$ cat src/rtl/spi_cap_pkg.sv
package spi_cap_pkg;
  typedef struct packed {
    logic rise;
    logic fall;
  } edge_t;

  function automatic int idx_width(input int last_pos);
    return (last_pos < 2) ? 1 : $clog2(last_pos + 1);
  endfunction
endpackage

$ cat src/rtl/spi_cap_sync.sv
module spi_cap_sync #(
  parameter int W      = 3,
  parameter int STAGES = 2
) (
  input  logic         clk,
  input  logic         rst,
  input  logic [W-1:0] async_in,
  output logic [W-1:0] sync_out,
  output logic [W-1:0] prev_out
);
  logic [W-1:0] stage_q [STAGES];

  always_ff @(posedge clk) begin
    if (rst) stage_q[0] <= '0;
    else     stage_q[0] <= async_in;
  end

  for (genvar s = 1; s < STAGES; s++) begin : g_stage
    always_ff @(posedge clk) begin
      if (rst) stage_q[s] <= '0;
      else     stage_q[s] <= stage_q[s-1];
    end
  end

  always_ff @(posedge clk) begin
    if (rst) prev_out <= '0;
    else     prev_out <= stage_q[STAGES-1];
  end

  assign sync_out = stage_q[STAGES-1];
endmodule

$ cat src/rtl/spi_cap_index.sv
module spi_cap_index #(
  parameter int SKIP_BITS = 2,
  parameter int WORD_BITS = 8,
  localparam int END_POS  = SKIP_BITS + WORD_BITS,
  localparam int IW       = spi_cap_pkg::idx_width(END_POS)
) (
  input  logic          clk,
  input  logic          rst,
  input  logic          start,
  input  logic          advance,
  output logic [IW-1:0] idx,
  output logic          in_window,
  output logic          last_bit
);
  logic at_or_past_skip;

  always_ff @(posedge clk) begin
    if (rst || start)                       idx <= '0;
    else if (advance && idx != IW'(END_POS)) idx <= idx + 1'b1;
  end

  if (SKIP_BITS == 0) begin : g_noskip
    assign at_or_past_skip = 1'b1;
  end else begin : g_skip
    assign at_or_past_skip = (idx >= IW'(SKIP_BITS));
  end

  assign in_window = at_or_past_skip && (idx < IW'(END_POS));
  assign last_bit  = (idx == IW'(END_POS - 1));


  idx_saturate_chk: assert property (@(posedge clk) disable iff (rst)
    idx <= IW'(END_POS));

  idx_restart_chk: assert property (@(posedge clk) disable iff (rst)
    start |=> (idx == '0));

  idx_hold_chk: assert property (@(posedge clk) disable iff (rst)
    (!start && !advance) |=> $stable(idx));
endmodule

$ cat src/rtl/spi_cap_lane.sv
module spi_cap_lane #(
  parameter int WORD_BITS = 8,
  parameter int IW        = 4
) (
  input  logic                 clk,
  input  logic                 rst,
  input  logic                 wr_en,
  input  logic [IW-1:0]        pos,
  input  logic                 bit_in,
  output logic [WORD_BITS-1:0] word_q
);
  always_ff @(posedge clk) begin
    if (rst) begin
      word_q <= '0;
    end else if (wr_en) begin
      for (int k = 0; k < WORD_BITS; k++) begin
        if (pos == IW'(k)) word_q[k] <= bit_in;
      end
    end
  end


  word_hold_chk: assert property (@(posedge clk) disable iff (rst)
    !wr_en |=> $stable(word_q));

  single_bit_chk: assert property (@(posedge clk) disable iff (rst)
    wr_en |=> ($countones(word_q ^ $past(word_q)) <= 1));
endmodule

$ cat src/rtl/spi_multi_capture.sv
module spi_multi_capture #(
  parameter int NUM_CH      = 4,
  parameter int SKIP_BITS   = 2,
  parameter int WORD_BITS   = 8,
  parameter int SYNC_STAGES = 2,
  localparam int END_POS    = SKIP_BITS + WORD_BITS,
  localparam int IW         = spi_cap_pkg::idx_width(END_POS),
  localparam int SW         = NUM_CH + 2
) (
  input  logic                        clk,
  input  logic                        rst,
  input  logic                        cs_n,
  input  logic                        sclk,
  input  logic [NUM_CH-1:0]           miso,
  output logic [NUM_CH*WORD_BITS-1:0] data_out,
  output logic                        data_valid
);
  import spi_cap_pkg::*;

  logic [SW-1:0] sync_v, prev_v;
  logic [NUM_CH-1:0] miso_s;
  logic cs_s, cs_p;
  edge_t sck_edge;
  logic frame_start, active, cap_en, adv_en;
  logic [IW-1:0] idx, pos;
  logic in_window, last_bit;

  spi_cap_sync #(.W(SW), .STAGES(SYNC_STAGES)) u_sync (
    .clk(clk), .rst(rst),
    .async_in({cs_n, sclk, miso}),
    .sync_out(sync_v), .prev_out(prev_v)
  );

  assign miso_s        = sync_v[NUM_CH-1:0];
  assign cs_s          = sync_v[NUM_CH+1];
  assign cs_p          = prev_v[NUM_CH+1];
  assign sck_edge.rise = sync_v[NUM_CH] & ~prev_v[NUM_CH];
  assign sck_edge.fall = ~sync_v[NUM_CH] & prev_v[NUM_CH];

  assign frame_start = cs_p & ~cs_s;
  assign active      = ~cs_s & ~frame_start;
  assign cap_en      = sck_edge.rise & active & in_window;
  assign adv_en      = sck_edge.fall & active;

  spi_cap_index #(.SKIP_BITS(SKIP_BITS), .WORD_BITS(WORD_BITS)) u_index (
    .clk(clk), .rst(rst), .start(frame_start), .advance(adv_en),
    .idx(idx), .in_window(in_window), .last_bit(last_bit)
  );

  assign pos = idx - IW'(SKIP_BITS);

  for (genvar c = 0; c < NUM_CH; c++) begin : g_lane
    spi_cap_lane #(.WORD_BITS(WORD_BITS), .IW(IW)) u_lane (
      .clk(clk), .rst(rst), .wr_en(cap_en), .pos(pos),
      .bit_in(miso_s[c]),
      .word_q(data_out[c*WORD_BITS +: WORD_BITS])
    );
  end

  always_ff @(posedge clk) begin
    if (rst || frame_start) data_valid <= 1'b0;
    else                    data_valid <= cap_en & last_bit;
  end


  valid_pulse_chk: assert property (@(posedge clk) disable iff (rst)
    data_valid |=> !data_valid);

  start_clears_valid_chk: assert property (@(posedge clk) disable iff (rst)
    frame_start |=> !data_valid);

  idle_quiet_chk: assert property (@(posedge clk) disable iff (rst)
    cs_s |=> ($stable(data_out) && !data_valid));
endmodule

$ cat config.mk
export PLATFORM = sky130hd
export DESIGN_NAME = spi_multi_capture
export DESIGN_NICKNAME = d
export VERILOG_FILES = /design/src/rtl/spi_cap_pkg.sv /design/src/rtl/spi_cap_sync.sv /design/src/rtl/spi_cap_index.sv /design/src/rtl/spi_cap_lane.sv /design/src/rtl/spi_multi_capture.sv
export SDC_FILE = /design/constraint.sdc
export NUM_CORES = 1
export LEC_CHECK = 0
export BUFFER_PORTS_ARGS = -buffer_cell sky130_fd_sc_hd__buf_2
export CORE_ASPECT_RATIO = 0.5
export CORE_MARGIN = 2
export CORE_UTILIZATION = 58
export CTS_CLUSTER_SIZE = 14
export DETAILED_ROUTE_END_ITERATION = 8
export GPL_TIMING_DRIVEN = 1
export PLACE_DENSITY = 0.83
export REMOVE_ABC_BUFFERS = 1
export SLEW_MARGIN = 25
export SYNTH_ARGS = -nofsm -noshare
export SYNTH_HDL_FRONTEND = slang
export SYNTH_SLANG_ARGS = --single-unit
$ cat constraint.sdc
create_clock -name clk -period 5.82 [get_ports clk]
set_clock_uncertainty 0.15 [all_clocks]
set_input_delay 1.455 -clock clk [delete_from_list [all_inputs] [get_ports clk]]
set_output_delay 1.455 -clock clk [all_outputs]
set_load 0.02 [all_outputs]
* Yosys cells after proc, flatten, opt, wreduce, memory -nomap -nowiden
Memory sizes are Yosys's and may differ from the RTL's.
Cells that the tools add are included.
** Storage, ports and cells
- Flip-flop bits (word level) :: 43
- Bits in writable memories :: 12
- Bits of input ports :: 8
- Output and inout port bits :: 33
- Word-level logic and storage cells :: 80
- Memories :: 1
** Operators by class
- Add/sub/neg operators :: 2
- $lt $le $gt $ge :: 2
- Equal/unequal tests :: 9
- Muxes and demuxes :: 5
- Bitwise gates (word level) :: 14
- Reduce and logical (&&, ||, !) cells :: 12
** Memories
- u_sync.stage_q :: depth 2, width 6, read ports 2, clocked after memory_dff 0, wr ports 2, RTL line spi_cap_sync.sv:11 : logic [W-1:0] stage_q [STAGES];
** Operators with widths (count)
- 4-bit by 3-bit equality test with 1-bit output (second input constant) :: 4
- 2-bit AND reduction :: 8
- 6-bit two-way mux :: 2
- 1-bit AND :: 8
- 4-bit by 2-bit equality test with 1-bit output (second input constant) :: 2
- 4-bit by 1-bit adder with 4-bit output (second input constant) :: 1
- 4-bit by 1-bit equality test with 1-bit output (second input constant) :: 1
- 4-bit equality test (second input constant) :: 1
- 4-bit by 2-bit greater-or-equal comparator with 1-bit output (second input constant) :: 1
- 4-bit zero test :: 1
- 4-bit less-than comparator (second input constant) :: 1
- 4-bit inequality test (second input constant) :: 1
- 1-bit NOT :: 4
- 4-bit by 2-bit subtractor with 4-bit output (second input constant) :: 1
- 1-bit two-way mux :: 3
- 1-bit logical AND :: 2
- 1-bit bitwise OR :: 2
- 1-bit logical OR :: 1

* Logic depth before layout (Yosys ltp)
Gate-level depths: netlist of the first run.
- Word-level depth :: 7
- Gate-level depth with buffers :: 6
- Mapped depth without buffers :: 6

* Hierarchy
Synthesis of the first run repeated with hierarchy kept, for this count alone.
** Second synthesis, totals
- Cell total of the unflattened synthesis :: 228
- Area total of the unflattened synthesis :: 2378.5 µm²
** Modules (own cells, without submodules)
- spi_cap_lane :: times used 4, cells each 38, area an instance 376.6 µm², seq. area each 160.2 µm²
- spi_cap_sync :: times used 1, cells each 37, area an instance 489.2 µm², seq. area each 360.3 µm²
- spi_cap_index :: times used 1, cells each 27, area an instance 271.5 µm², seq. area each 80.1 µm²
- spi_multi_capture :: times used 1, cells each 12, area an instance 111.4 µm², seq. area each 20.0 µm²

* Worst setup path after synthesis of the first run
No wires, ideal clock.
- Path kind :: input -> register
- From :: input rst
- To :: register g_lane[1].u_lane.word_q[1]
- Library setup time :: 0.130 ns
- Data arrival time :: 2.070 ns
- Data required time :: 5.540 ns
- Setup slack :: 3.470 ns
- Stages on the path :: 4
- Buffers on the path :: 2
- Cells stage by stage :: clkbuf_1 -> clkbuf_1 -> nand2b_1 -> mux2i_1
** RTL lines
- start: declaration :: RTL line spi_multi_capture.sv:11 : input logic rst,
- end signal: indexed assignment :: RTL line spi_cap_lane.sv:17 : if (pos == IW'(k)) word_q[k] <= bit_in;
- end: declaration :: RTL line spi_cap_lane.sv:10 : output logic [WORD_BITS-1:0] word_q

==> results of run 1 <==
synthesized netlist by cell type:
cell type,instances,share of area
xor2_1,1,0.0041
nand2b_1,37,0.11
buf_4,1,0.0035
a311oi_4,1,0.012
o21a_1,1,0.0035
nand3_1,3,0.0071
xnor2_1,2,0.0082
o2111ai_4,3,0.037
ha_1,7,0.041
a21oi_1,1,0.0023
nor2_1,4,0.0071
clkbuf_1,5,0.0088
nor2b_1,13,0.038
inv_1,5,0.0088
dfxtp_1,51,0.48
or4b_1,1,0.0047
nor4b_1,1,0.0041
o2111ai_2,4,0.028
o2111a_2,1,0.0059
nand4_1,1,0.0029
nand3b_1,1,0.0035
mux2i_1,32,0.15
nor2_8,1,0.0094
and2_1,1,0.0029
nor4_1,1,0.0029
buf_1,4,0.0071
a21o_1,1,0.0035
nand2_1,2,0.0035
critical path: stages:
cell,delay (ps)
buf_2,520
nand2b_1,420
mux2i_1,140
area by class of cell:
type / instances / area [um2] / share of cell area
clock buffers: 7 / 86.3 / 0.0353
clock inverters: 1 / 8.76 / 0.00358
inverters: 5 / 18.8 / 0.00767
multi-input cells: 120 / 1050 / 0.428
flip-flops and latches: 51 / 1020 / 0.417
well taps: 51 / 63.8 / 0.0261
repair buffers: 40 / 200 / 0.0818
how the worst min path moves through the flow:
stage | end | slack, ps | depth (start not counted)
after CTS | u_sync.stage_q[1][3]$_SDFF_PP0_ | 300 | 1
after floorplan | u_sync.stage_q[1][0]$_SDFF_PP0_ | 260 | 1
after global placement | u_sync.stage_q[1][1]$_SDFF_PP0_ | 270 | 1
after global routing | u_sync.stage_q[1][0]$_SDFF_PP0_ | 310 | 1
after detailed placement | u_sync.stage_q[1][3]$_SDFF_PP0_ | 270 | 1
final | u_sync.stage_q[1][0]$_SDFF_PP0_ | 290 | 1
cell families (layout without fill, tap and decap cells):
kind of cell,Yosys count,after routing,synth area share
xor gates and xnor gates,3,3,0.0123
buffers and inverters,15,53,0.0282
and+or+nand+nor,66,66,0.195
DFF,51,51,0.480
muxes,32,32,0.151
AOI/OAI and AO/OA,12,12,0.0929
adders and majority gates,7,7,0.0412
registers in the layout, indices dropped and copies added, names as in the netlist:
| name | flops |
|---|---|
| g_lane.u_lane.word_q | 32 |
| u_sync.stage_q | 12 |
| u_index.idx | 4 |
| u_sync.prev_out | 2 |
| data_valid | 1 |
cell usage in the layout (no fill, tap or decap), types with 2 or more instances in the layout:
cell	synthesis	final
mux2i_1	32	32
ha_1	7	7
nand2b_1	37	37
nor2b_1	13	13
xnor2_1	2	2
o2111ai_4	3	3
o2111ai_2	4	4
nand3_1	3	3
buf_2	0	40
dfxtp_1	51	51
nor2_1	4	4
inv_1	5	5
nand2_1	2	2
clkbuf_8	0	6
routing by layer:
layer / vias to the layer above / share of wire
met5: - / 0
met4: 0 / 0.0075
met3: 4 / 0.035
met2: 20 / 0.47
met1: 661 / 0.49
li1: 696 / -
power by group:
group / internal, mW / total, mW / switching [mW]
clock: 0.0975 / 0.207 / 0.110
sequential: 0.353 / 0.355 / 0.00152
combinational: 0.00964 / 0.0203 / 0.0107
==> qor.csv, run 1 <==
stage;metric;value;unit
status;status;finished clean;
sta;max_slew headroom;0.546;
synthesis;Syn Area/Cell;11.4;um2
critical_path;critical path fanouts, max;51;
routing;final antenna-violating net count;0;
place;PortBufs;40;
clock_tree;CTS Buf Count;5;
routing;DRT iter0 DRCs;43;
clock_tree;H-tree depth;2;
synthesis;Synth Cell Area;2130;um2
hold_path;HP Class;reg -> reg;
synthesis;Syn Inst Count;186;
place;RePlAce Congestion;0.880;
floorplan;Die X;89.7;um
clock_tree;Post-CTS Resized;0;
sta;Final TNS setup;0;ps
critical_path;crit end category;register;
critical_path;FF-to-FF setup slack;3430;ps
synthesis;register bit total from synthesis;51;
sta;max-slew violations;0;
global_routing;met2 Use GR;0.291;
layout;Design Area, Final;2450;um2
sta;minimum clock period;2510;ps
floorplan;die area;4200;um2
clock_tree;CTS sink count;51;
sta;Final setup viols;0;
hold_path;hold path start;u_sync.stage_q[0][0]$_SDFF_PP0_;
clock_tree;Post-CTS Setup Bufs;0;
global_routing;met1 Use GR;0.241;
sta;setup slack after layout;3310;ps
clock_tree;# hold bufs at CTS;0;
routing;drt pass-1 iters;6;
routing;drt total wl;3590;um
place;placed cells;267;
sta;FMAX;398;MHz
critical_path;Worst EP required;5840;ps
layout;number of filler cells placed in the layout;264;
sta;worst-margin pin slew;682;ps
global_routing;largest net degree at the start of global routing;52;
floorplan;Die H;46.8;um
synthesis;sequential fraction of the synthesis area;0.480;
global_routing;M3 GR Usage;0.0580;
critical_path;Crit path arrival time;2540;ps
clock_tree;Worst-path clk slew;90;ps
critical_path;Crit Reg-Reg Endpoint;g_lane[3].u_lane.word_q[7]$_SDFFE_PP0P_;
clock_tree;largest buffer count on any clock path;2;
layout;Layout Nets;238;
critical_path;CP Launch Type;primary input;
sta;RSZ-0062 raised after global routing;false;
layout;non-filler cells, final;275;
global_routing;overall routing resource usage;0.180;
floorplan;initial core utilization;0.613;
power_and_ir_drop;Power Total;0.582;mW
sta;Fin. Hold Viols;0;
power_and_ir_drop;leakage power;1.13;nW
routing;drt drc;0;
place;pre-CTS WS;2980;ps
global_routing;initial antenna violation count;0;
clock_tree;Root Driver;clkbuf_8;
routing;Avg WL per Cell;13.1;um
synthesis;Ys Warns;0;
flow_run;Max Cap Viol;0;
sta;Tcrit/Tclk final;0.432;
routing;via-per-instance ratio;5.02;
global_routing;Most Crowded Layer GR;met2;
synthesis;Synth cell types;28;
floorplan;IO Pins;41;
layout;area grow syn2layout;14.9;%
critical_path;RR Startpoint;u_index.idx[1]$_SDFFE_PP0P_;
layout;fin util;0.705;
place;Area after DPL;2350;um2
critical_path;WS Path Type;in -> reg;
routing;via count;1381;
layout;share of cells above drive strength 1;0.254;
floorplan;Rows;15;
floorplan;Core ar.;3470;um2
global_routing;first-pass GRT wire length;5570;um
layout;Antenna diodes;0;
critical_path;crit path launch;rst;
critical_path;FF-to-FF path depth;5;
power_and_ir_drop;Max VDD drop;0.000128;V
global_routing;global route overflow;0;
global_routing;vias in the first global route;1230;
critical_path;Setup crit end;g_lane[3].u_lane.word_q[7]$_SDFFE_PP0P_;
clock_tree;Worst-Skew Late Latency;300;ps
place;hpwl dp;2560;um
sta;Hold WS;291;ps
power_and_ir_drop;pwr/cell area;238;nW/um2
clock_tree;CTS tree;built;
(Power assumes the default switching activity.)
==> run 2: changes to the inputs <==
- CORE_UTILIZATION: 58 -> 54
- PLACE_DENSITY: 0.83 -> 0.78
- clock period: 5.82 -> 2.63 ns (I/O delays scaled with it)
==> run 2 against run 1 <==
- sequential cell count unchanged
- first-iteration DRC count down 30%
- count of clock-buffer cells in the layout down 1
- global-route usage up 0.44 points
- wire length up 5.3%
- non-clock buffer count up 2
- final cell count up 1.5%
- critical endpoint unchanged
==> qor.csv, run 2 (synthesis gave the netlist of run 1 again) <==
stage;metric;value;unit;change
layout;commonest non-fill, non-tap cell in the layout;dfxtp_1;;
sta;max_slew headroom;0.563;;+0.0175
sta;worst-margin pin slew;646;ps;-35.3 ps
global_routing;first-pass GRT wire length;6490;um;+16%
floorplan;IO Pins;41;;unchanged
layout;non-filler cells, final;279;;+1.5%
sta;FMAX;464;MHz;
clock_tree;CTS Buf Count;5;;unchanged
critical_path;critical path fanouts, max;8;;-84%
global_routing;met1 Use GR;0.247;;+0.00625
critical_path;Critical Path Stages;6;;+3
sta;Tcrit/Tclk final;0.820;;
critical_path;Crit path largest cell delay;470;ps;-50 ps
critical_path;slowest CP cell;dfxtp_1;;
power_and_ir_drop;Int Power;1.02;mW;+120%
power_and_ir_drop;pwr/cell area;527;nW/um2;+120%
routing;drt drc;0;;unchanged
global_routing;M3 GR Usage;0.0498;;-0.00815
layout;max reg flops;32;;unchanged
layout;Largest regs;g_lane.u_lane.word_q: 32 flops, u_sync.stage_q: 12 flops, u_index.idx: 4 flops;;
clock_tree;Worst-Skew Late Latency;310;ps;about the same
power_and_ir_drop;leakage power;1.14;nW;+0.84%
place;RePlAce Congestion;0.785;;-11%
sta;Hold WS;292;ps;+0.695 ps
floorplan;Core ar.;3840;um2;+11%
routing;drt pass-1 iters;4;;-2
layout;share of cells above drive strength 1;0.262;;+0.00776
sta;Final TNS setup;0;ps;unchanged
global_routing;initial antenna violation count;0;;unchanged
floorplan;Die X;92.8;um;+3.5%
clock_tree;Worst-path clk slew;100;ps;about the same
clock_tree;CTS sink count;51;;unchanged
power_and_ir_drop;Clock Power Share;0.359;;+0.003
floorplan;Rows;16;;+1
sta;Fin. Hold Viols;0;;unchanged
global_routing;largest net degree at the start of global routing;30;;-42%
critical_path;Crit path arrival time;2240;ps;-300 ps
power_and_ir_drop;sw power;0.283;mW;+130%
clock_tree;H-tree depth;2;;unchanged
sta;setup slack after layout;473;ps;-2830 ps
critical_path;WS Path Type;reg -> reg;;
routing;via count;1382;;+0.072%
clock_tree;largest buffer count on any clock path;2;;unchanged
floorplan;initial core utilization;0.554;;-0.0593
layout;Antenna diodes;0;;unchanged
critical_path;FF-to-FF path depth;6;;+1
place;placed cells;272;;+1.9%
clock_tree;CTS tree;built;;
power_and_ir_drop;Max VDD drop;0.000333;V;+160%
hold_path;HP Class;reg -> reg;;
power_and_ir_drop;Gate power share;0.036;;about the same
routing;drt total wl;3780;um;+5.3%
global_routing;global route overflow;0;;unchanged
routing;Avg WL per Cell;13.6;um;+3.8%
layout;commonest non-fill, non-tap cells in the layout;dfxtp_1 (51), buf_2 (40), nand2b_1 (37), mux2i_1 (32), nor2b_1 (13);;
clock_tree;Post-CTS Setup Bufs;0;;unchanged
flow_run;Max Cap Viol;0;;unchanged
layout;Biggest register;g_lane.u_lane.word_q;;
critical_path;Crit path buffers/inverters;2;;+1
critical_path;CP Cell Sequence;inv_1, ha_1, a311oi_4, buf_4, o2111a_2, mux2i_1;;
sta;minimum clock period;2160;ps;
layout;area grow syn2layout;15.6;%;
routing;DRT iter0 DRCs;30;;-30%
critical_path;crit end category;register;;
layout;Layout Nets;240;;+0.84%
global_routing;met2 Use GR;0.295;;+0.00351
status;status;finished clean;;
routing;final antenna-violating net count;0;;unchanged
sta;Final setup viols;0;;unchanged
critical_path;CP delay by family, top;compound AO/OA/AOI/OAI gates;;
power_and_ir_drop;Sw Share;0.218;;+0.00799
global_routing;overall routing resource usage;0.185;;+0.00435
power_and_ir_drop;Reg power frac;0.605;;-0.004
clock_tree;Root Driver;clkbuf_8;;
floorplan;die area;4490;um2;+6.9%
global_routing;Most Crowded Layer GR;met2;;
critical_path;Worst EP required;2710;ps;-3130 ps
floorplan;Die H;48.4;um;+3.3%
place;PortBufs;40;;unchanged
place;hpwl dp;2680;um;+4.4%
critical_path;CP Launch Type;register;;
place;pre-CTS WS;466;ps;-2510 ps
global_routing;vias in the first global route;1337;;+8.7%
hold_path;Hold Path Cell Cnt;1;;unchanged
routing;via-per-instance ratio;4.95;;-1.4%
sta;max-slew violations;0;;unchanged
sta;RSZ-0062 raised after global routing;false;;
clock_tree;# hold bufs at CTS;0;;unchanged
clock_tree;Post-CTS Resized;0;;unchanged
[run 2: cell count changes in the layout (fill, tap and decap cells not counted)]
cell / change
buf_4: +2
clkbuf_1: -1
clkinv_4: -1
inv_6: +1
[run 2: metal layers]
layer  vias to the layer above  wire length (um)
met5                         -                 0
met4                         0                34
met3                         5               115
met2                        20              1750
met1                       652              1890
li1                        705                 -
[run 2: cell type report]
type	instances	area, um2
clock buffers	6	82.6
well taps	54	67.6
clock inverters	1	8.76
inverters	5	18.8
fillers	320	1380
flip-flops and latches	51	1020
repair buffers	42	215
multi-input cells	120	1050
[run 2: power by group through the flow]
stage | Combinational [mW] | Sequential, mW | Clock (mW)
3_3_place_gp | 0.0459 | 0.802 | 0
4_1_cts | 0.0472 | 0.785 | 0.476
3_5_place_dp | 0.0471 | 0.803 | 0
6_report | 0.0470 | 0.785 | 0.466
5_1_grt | 0.0513 | 0.787 | 0.508
2_1_floorplan | 0.0282 | 0.802 | 0
[run 2: path summary, 6_finish.rpt]
kind / to / slack, ps / from
max: g_lane[3].u_lane.word_q[7]$_SDFFE_PP0P_ / 470 / u_index.idx[1]$_SDFFE_PP0P_
min: u_sync.stage_q[1][4]$_SDFF_PP0_ / 290 / u_sync.stage_q[0][4]$_SDFF_PP0_
max reg2reg: g_lane[3].u_lane.word_q[7]$_SDFFE_PP0P_ / 470 / u_index.idx[1]$_SDFFE_PP0P_
min reg2reg: u_sync.stage_q[1][4]$_SDFF_PP0_ / 290 / u_sync.stage_q[0][4]$_SDFF_PP0_
[run 2: metrics by stage]
| stage | total power [mW] | util | instance area, um2 |
|---|---|---|---|
| 5_1_grt | 1.35 | 0.640 | 2460 |
| 3_3_place_gp | 0.848 | 0.617 | 2370 |
| 4_1_cts | 1.31 | 0.640 | 2460 |
| 2_1_floorplan | 0.830 | - | 2090 |
| 6_report | 1.30 | 0.640 | 2460 |
| 3_5_place_dp | 0.850 | 0.617 | 2370 |
